**config.mk**
```make
export PLATFORM = sky130hd
export DESIGN_NAME = prbs_slot_inserter
export DESIGN_NICKNAME = d
export VERILOG_FILES = /design/src/rtl/prbs_pkg.sv /design/src/rtl/prbs_lfsr.sv /design/src/rtl/prbs_pos_gate.sv /design/src/rtl/prbs_err_arm.sv /design/src/rtl/prbs_slot_inserter.sv
export SDC_FILE = /design/constraint.sdc
export NUM_CORES = 1
export LEC_CHECK = 0
export ABC_AREA = 1
export BUFFER_PORTS_ARGS = -buffer_cell sky130_fd_sc_hd__buf_2
export CAP_MARGIN = 20
export CORE_MARGIN = 10
export CORE_UTILIZATION = 60
export CTS_CLUSTER_SIZE = 24
export DETAILED_ROUTE_END_ITERATION = 16
export GPL_TIMING_DRIVEN = 0
export PLACE_DENSITY = 0.82
export SLEW_MARGIN = 10
export SYNTH_ARGS = -nofsm -noshare
export SYNTH_HDL_FRONTEND = slang
export SYNTH_SLANG_ARGS = --single-unit
```
**constraint.sdc**
```tcl
create_clock -name clk -period 2.2 [get_ports clk]
set_input_delay 0.44 -clock clk [delete_from_list [all_inputs] [get_ports clk]]
set_output_delay 0.44 -clock clk [all_outputs]
set_load 0.05 [all_outputs]
```
**src/rtl/prbs_pkg.sv**
```systemverilog
package prbs_pkg;

   localparam int N_SEQ = 3;

   typedef enum logic [1:0] {
      FILL_ALL   = 2'b00,
      FILL_SLOT8 = 2'b01,
      FILL_SLOT7 = 2'b10,
      FILL_RSVD  = 2'b11
   } fill_mode_e;

   // register length of sequence variant i
   function automatic int seq_len(int i);
      case (i)
         1:       return 15;
         2:       return 20;
         default: return 11;
      endcase
   endfunction

   // second feedback tap of sequence variant i
   function automatic int seq_tap(int i);
      case (i)
         1:       return 14;
         2:       return 3;
         default: return 9;
      endcase
   endfunction

   // select code to variant index; the spare code maps to variant 0
   function automatic logic [1:0] seq_index(logic [1:0] s);
      return (s == 2'b11) ? 2'b00 : s;
   endfunction

endpackage

```
**src/rtl/prbs_lfsr.sv**
```systemverilog
module prbs_lfsr #(
   parameter int REG_W = 20
) (
   input  logic       clk,
   input  logic       rst_n,
   input  logic       seed,
   input  logic       step,
   input  logic [1:0] len_sel,
   output logic       pat_bit
);
   import prbs_pkg::*;

   if (REG_W < 20) begin : g_bad_width
      $error("prbs_lfsr: REG_W must hold the longest sequence");
   end

   logic [REG_W-1:0]  st;
   logic [N_SEQ-1:0]  pat_v;
   logic [N_SEQ-1:0]  fb_v;
   logic [REG_W-1:0]  mask_v [N_SEQ];
   logic [1:0]        idx;
   logic              fb;

   for (genvar g = 0; g < N_SEQ; g++) begin : g_seq
      localparam int L = seq_len(g);
      localparam int T = seq_tap(g);
      assign pat_v[g]  = st[L-1];
      assign fb_v[g]   = st[L-1] ^ st[T-1];
      assign mask_v[g] = {{(REG_W-L){1'b0}}, {L{1'b1}}};
   end

   assign idx     = seq_index(len_sel);
   assign pat_bit = pat_v[idx];
   assign fb      = fb_v[idx];

   always_ff @(posedge clk or negedge rst_n) begin
      if (!rst_n)    st <= '1;
      else if (seed) st <= '1;
      else if (step) st <= {st[REG_W-2:0], fb};
   end

   // after a seed the first pattern bit is a one
   assert_seed_ones_R3: assert property (@(posedge clk) disable iff (!rst_n)
      seed |=> pat_bit);

   // the active window never reaches the all-zero lock-up state
   assert_no_lockup_R4: assert property (@(posedge clk) disable iff (!rst_n)
      step |-> ((st & mask_v[idx]) != '0));

endmodule

```
**src/rtl/prbs_pos_gate.sv**
```systemverilog
module prbs_pos_gate #(
   parameter int SLOT_BITS = 8,
   localparam int POS_W    = $clog2(SLOT_BITS)
) (
   input  logic [1:0]       fill_mode,
   input  logic [POS_W-1:0] bit_pos,
   input  logic             slot_sel,
   output logic             take
);
   import prbs_pkg::*;

   if (SLOT_BITS < 2) begin : g_bad_slot
      $error("prbs_pos_gate: SLOT_BITS must be at least 2");
   end

   localparam logic [POS_W-1:0] LAST_POS = POS_W'(SLOT_BITS - 1);

   logic last_bit;
   assign last_bit = (bit_pos == LAST_POS);

   always_comb begin
      case (fill_mode_e'(fill_mode))
         FILL_ALL:   take = 1'b1;
         FILL_SLOT7: take = slot_sel & ~last_bit;
         default:    take = slot_sel;
      endcase
   end

endmodule

```
**src/rtl/prbs_err_arm.sv**
```systemverilog
module prbs_err_arm (
   input  logic clk,
   input  logic rst_n,
   input  logic err_req,
   input  logic consume,
   output logic flip
);
   logic err_q;
   logic rise;

   assign rise = err_req & ~err_q;

   always_ff @(posedge clk or negedge rst_n) begin
      if (!rst_n) begin
         err_q <= 1'b0;
         flip  <= 1'b0;
      end else begin
         err_q <= err_req;
         if (rise)         flip <= 1'b1;
         else if (consume) flip <= 1'b0;
      end
   end

   // one injected error is used up by one replaced bit
   assert_one_shot_R10: assert property (@(posedge clk) disable iff (!rst_n)
      (flip && consume && !err_req) |=> !flip);

   // a held request does not re-arm
   assert_no_rearm_R10: assert property (@(posedge clk) disable iff (!rst_n)
      (!flip && err_q && err_req) |=> !flip);

endmodule

```
**src/rtl/prbs_slot_inserter.sv**
```systemverilog
module prbs_slot_inserter #(
   parameter int SLOT_BITS = 8,
   parameter int REG_W     = 20,
   parameter bit OUT_REG   = 1'b1,
   localparam int POS_W    = $clog2(SLOT_BITS)
) (
   input  logic             clk,
   input  logic             rst_n,
   input  logic             bit_en,
   input  logic [POS_W-1:0] bit_pos,
   input  logic             slot_sel,
   input  logic             din,
   input  logic             test_en,
   input  logic [1:0]       pat_sel,
   input  logic [1:0]       fill_mode,
   input  logic             pat_inv,
   input  logic             err_ins,
   output logic             dout,
   output logic             dout_vld
);
   import prbs_pkg::*;

   logic run_q;
   logic seed;
   logic active;
   logic take;
   logic step;
   logic pat_bit;
   logic flip;
   logic nxt;

   always_ff @(posedge clk or negedge rst_n) begin
      if (!rst_n) run_q <= 1'b0;
      else        run_q <= test_en;
   end

   assign seed   = test_en & ~run_q;
   assign active = test_en & run_q;
   assign step   = bit_en & active & take;
   assign nxt    = step ? (pat_bit ^ pat_inv ^ flip) : din;

   prbs_pos_gate #(.SLOT_BITS(SLOT_BITS)) u_gate (
      .fill_mode (fill_mode),
      .bit_pos   (bit_pos),
      .slot_sel  (slot_sel),
      .take      (take)
   );

   prbs_lfsr #(.REG_W(REG_W)) u_lfsr (
      .clk     (clk),
      .rst_n   (rst_n),
      .seed    (seed),
      .step    (step),
      .len_sel (pat_sel),
      .pat_bit (pat_bit)
   );

   prbs_err_arm u_err (
      .clk     (clk),
      .rst_n   (rst_n),
      .err_req (err_ins),
      .consume (step),
      .flip    (flip)
   );

   if (OUT_REG) begin : g_out_reg
      logic dout_q;
      logic vld_q;

      always_ff @(posedge clk or negedge rst_n) begin
         if (!rst_n) begin
            dout_q <= 1'b0;
            vld_q  <= 1'b0;
         end else begin
            dout_q <= nxt;
            vld_q  <= bit_en;
         end
      end

      assign dout     = dout_q;
      assign dout_vld = vld_q;

      // the output strobe follows the input strobe by one clock
      assert_vld_follow_R2: assert property (@(posedge clk) disable iff (!rst_n)
         bit_en |=> dout_vld);

      // an idle block is transparent
      assert_idle_pass_R2: assert property (@(posedge clk) disable iff (!rst_n)
         (bit_en && !test_en) |=> (dout == $past(din)));

      // the last position of a timeslot passes in seven-bit mode
      assert_slot7_last_R7: assert property (@(posedge clk) disable iff (!rst_n)
         (bit_en && fill_mode == FILL_SLOT7 && bit_pos == POS_W'(SLOT_BITS-1))
         |=> (dout == $past(din)));
   end else begin : g_out_comb
      assign dout     = nxt;
      assign dout_vld = bit_en;
   end

endmodule

```
; ---- After elaboration in Yosys (flattened, before gate mapping)
; Index checks and enable logic that the tools add are counted.
[op_classes]
n_eq_ne = 3
n_bitwise = 14
shift = 0
n_addsub = 0
muxes = 11
mul = 0
div_mod_pow = 0
n_reduce_logical = 3
order_cmp = 1
[op_table]
columns = op, count
row1 = $mux W20, 2
row2 = $and A1 B1 Y1, 6
row3 = $mux W1, 5
row4 = $xor A1 B1 Y1, 5
row5 = $bmux W1 S2, 2
row6 = $eq A2 B2 Y1 const B, 2
row7 = $reduce_bool A2 Y1, 2
row8 = $eq A3 B3 Y1 const B, 1
row9 = $lt A2 B3 Y1 const B, 1
row10 = $not A1 Y1, 3
row11 = $logic_not A2 Y1, 1
row12 = $mux W2, 1
row13 = $pmux W1 S2, 1
[totals]
rom_bits = 0
memories = 0
in_bits = 15
ff_bits = 25
latchBits = 0
ram_bits = 0
output_inout_bits = 2
word_cells = 38

; ---- Longest topological paths before layout
[logic_depth]
depth_word = 7
depth_mapped = 9
mapped_depth_nobuf = 9

; ---- Modules after synthesis
; From an unflattened synthesis, not the netlist that was laid out.
[hier_totals]
cells_unflattened = 140
area_unflattened_um2 = 1196.1
[modules_own_cells]
columns = module, n_inst, area_each_um2, seq_area_each_um2, cells_per_inst
row1 = prbs_lfsr, 1, 949.7, 525.5, 106
row2 = prbs_slot_inserter, 1, 145.1, 75.1, 19
row3 = prbs_err_arm, 1, 68.8, 50.0, 7
row4 = prbs_pos_gate, 1, 32.5, 0.0, 8

; ---- Least setup slack after synthesis
; No wires, ideal clock.
[synth_path]
path_type = in2reg
from = input port fill_mode[1]
to = register g_out_reg.dout_q (netlist: dout)
t_arrival_ps = 1069
t_required_ps = 2083
path_buffers = 1
setup_ps = 117
setup_slack_ps = 1014
path_stages = 6
cell_sequence = or2_4 -> nand2_4 -> nand2_4 -> buf_6 -> nand2_1 -> nand2_1
[synth_between]
elab_chain_cells = 4
elab_cells_between_ends = 5
classes_between = eq/ne (1) / mux (2) / bitwise (1) / reduce/logical (1)
[synth_rtl]
columns = element, line
row1 = from (decl), prbs_slot_inserter.sv:15  ; input logic [1:0] fill_mode,
row2 = $eq A2 B2 Y1 or $logic_not A2 Y1 (tied branches), prbs_pos_gate.sv:22  ; case (fill_mode_e'(fill_mode))
row3 = $pmux W1 S2 (*), prbs_pos_gate.sv:22
row4 = $and A1 B1 Y1 (*), prbs_slot_inserter.sv:39  ; assign step = bit_en & active & take;
row5 = $mux W1 (*), prbs_slot_inserter.sv:40  ; assign nxt = step ? (pat_bit ^ pat_inv ^ flip) : din;
row6 = net nxt, prbs_slot_inserter.sv:30  ; logic nxt;
row7 = to (signal assigned), prbs_slot_inserter.sv:75  ; dout_q <= nxt;
row8 = to (decl), prbs_slot_inserter.sv:67  ; logic dout_q;
; Mark *: on every way through the listed nets, which the timed path passes. The rest lies on a longest branch.
; A chain may end at the register's enable or synchronous reset.

; ---- Worst setup path in the final report
[layout_path]
from = register g_out_reg.dout_q (netlist: dout)
to = output port dout
[layout_lines]
columns = element, line
row1 = to (decl), prbs_slot_inserter.sv:18  ; output logic dout,
; No word-level cell between the ends.

==> results by group <==
Yosys
  – Number of synthesized flops with an enable pin: 0
  – Top FF cell, synth: dfstp_2
  – Sequential element share of the synthesized area: 50.6%
  – FFs w/ async S/R, synth: 100%
  – Syn Area/Cell: 8.86 µm²
  – Top cell type's share of synthesized area: 40.9%
  – Syn Std Cell Area: 1280 µm²
  – Most common cell in the synthesized netlist: nand2_1
  – Mapped Cells: 145
  – Post-synth top cells: nand2_1 (39), nand3_1 (30), dfstp_2 (20), inv_1 (13), o21ai_0 (6)
  – Syn. warnings: 0
  – Cell taking the most area after synthesis: dfstp_2
  – Yosys reg bits: 25
  – Ranking of synthesized cells by area: dfstp_2 (41%), nand3_1 (12%), nand2_1 (11%)
  – Distinct cells, synth: 22
  – Synth Net Count: 160

Power and ir drop
  – Pint: 682 µW
  – Sw Share: 27.9%
  – Combinational Power Share: 18.4%
  – Sw power: 264 µW
  – Pleak: 0.000729 µW
  – Peak supply drop: 0.419 mV
  – Clk network pwr share: 20.9%
  – Reg power frac: 60.7%
  – Pwr per Cell Area: 664 nW/µm²

GRT
  – Tot GR Track Use: 11.9%
  – Largest net degree at the start of global routing: 26
  – GRT overflow: 0
  – Vias in the first global route: 941
  – First-pass GRT wire length: 4220 µm
  – Initial antenna violation count: 0

Finish
  – Nets: 181
  – Ant diodes: 0
  – P&R area growth vs syn: 10.9%
  – Util after Layout: 71.2%
  – Layout cells sized above 1: 37.6%

Clocking
  – CTS tree: built
  – Worst-skew pair later-pin latency: 310 ps
  – Clock Tree Root: clkbuf_4
  – # resized after CTS: 0
  – CTS max path bufs: 2
  – H-tree depth: 1
  – Clock Sinks: 25
  – Worst-path clk slew: 120 ps
  – TritonCTS buffer count: 3
  – CTS Hold Buffers Added: 0
  – Postcts setup bufs: 0

Setup path
  – Reg2reg start: run_q
  – Critical Path AT: 910 ps
  – Cell breakdown of the critical path: buf_2
  – Largest delay share family, worst path: flip-flops
  – Crit path largest cell delay: 340 ps
  – Setup crit start kind: flip-flop
  – Crit. End Element: primary output
  – Critical Path RT: 1760 ps
  – Crit path kind: reg -> out
  – Critical Path Stages: 1
  – Reg2Reg Setup Slack: 1030 ps
  – Worst Setup SP: dout
  – Slowest library cell on the worst path: dfrtp_1
  – CP Max Fanout: 1
  – WP buf/inv: 1
  – FF-to-FF path depth: 4

Timing
  – Fin. Hold Viols: 0
  – Max Clock Skew: 2.76 ps
  – Slew Viols, Final: 0
  – Fmax: 742 MHz
  – Post-Route Setup TNS: 0 ps
  – RSZ-0062 raised after global routing: no
  – Period minus WS final: 1350 ps
  – Worst slew pin tran: 530 ps
  – Max transition margin: 64.7%
  – # setup viols final: 0
  – Part of the cycle the worst path needs: 61.3%

Routing
  – DRC errors left: 0
  – Detailed Routing Iterations Pass 1: 4
  – Routed Antenna Nets: 0
  – First DRT Iteration DRCs: 76
  – Post-Route WL: 2450 µm
  – Vias: 1002
  – Vias/cell: 5.22
  – DR WL/cell: 12.8 µm

Die
  – Die area: 4390 µm²
  – Initial core utilization: 64.2%
  – # IOs: 17
  – Height of the die: 66.3 µm
  – Die Span X: 66.3 µm
  – Row count: 16
  – Core Footprint: 2000 µm²

Flow run
  – Max Cap Viol: 0

Hold path
  – HP Class: in -> async

Placed design
  – Final GP Congestion: 0.816
  – Buffers added on ports: 16
  – Dpl hpwl: 1830 µm

Run status
  – Outcome: finished, final reports clean
[final timing paths]
check	endpoint
worst max-delay path	dout
worst min-delay path	dout_vld
worst max register to register	u_lfsr.st[12]
worst min register to register	u_err.flip
max in group asynchronous	u_lfsr.st[2]
min in group clk	u_err.err_q
[layout by cell type, fill, tap and decap left out, types with 2 or more instances in the layout]
cell type,n
clkbuf_4,3
buf_2,17
xor2_1,3
dfstp_2,20
nand2_1,39
buf_4,2
clkbuf_1,2
nand2_4,3
nand3_2,3
nor2_1,5
inv_2,2
nand3_1,30
inv_1,13
dfrtp_1,5
o21ai_0,6
o21ai_2,5
[power by group through the flow]
stage	Sequential (µW)	Clock [µW]	Combinational (µW)
4_1_cts	575	205	177
5_1_grt	582	224	197
2_1_floorplan	581	0	120
6_report	575	197	174
3_5_place_dp	583	0	175
3_3_place_gp	579	0	167
[flip-flops by register name (all words and copies together) (netlist names)]
| signal | cells |
|---|---|
| u_lfsr.st | 20 |
| dout | 1 |
| dout_vld | 1 |
| run_q | 1 |
| u_err.err_q | 1 |
| u_err.flip | 1 |
[metrics by stage]
| step | power, µW | area, µm² | std cells | setup WS, ps | hold WS (ps) |
|---|---|---|---|---|---|
| 6_report | 947 | 1430 | 192 | 851 | 88.0 |
| 5_1_grt | 1000 | 1430 | 192 | 795 | 102 |
| 4_1_cts | 956 | 1430 | 192 | 832 | 103 |
| 3_5_place_dp | 757 | 1400 | 188 | 792 | 422 |
| 3_3_place_gp | 746 | 1400 | 188 | 829 | 411 |
| 2_1_floorplan | 701 | 1280 | 145 | 1010 | 144 |
[routing by layer]
layer  GRT usage (%)  part of all wire [%]  wire length, µm
met3            3.73                   4.7              114
met2            19.6                    47             1150
met5               0                     0                0
met1            13.9                    47             1160
met4            5.24                   1.0               25
[logic make-up (layout without fill, tap and decap cells)]
logic type             after synthesis  count (layout)  synth area share [%]
XOR/XNOR                             3               3                  2.05
AND/OR/NAND/NOR                     84              84                  31.6
AO/OA/AOI/OAI                       12              12                  7.01
flip-flops                          25              25                  50.6
buffers and inverters               21              41                  8.67
[area by class of cell]
cell class              instances  area (µm²)
plain buffers                   6        55.1
clock buffers                   4        26.3
fillers                       158         577
inverters                      15        56.3
multi-input cells              99         523
flip-flops and latches         25         651
well taps                      27        33.8
repair buffers                 16        80.1
Note: power is estimated with default switching activity, not from simulation.
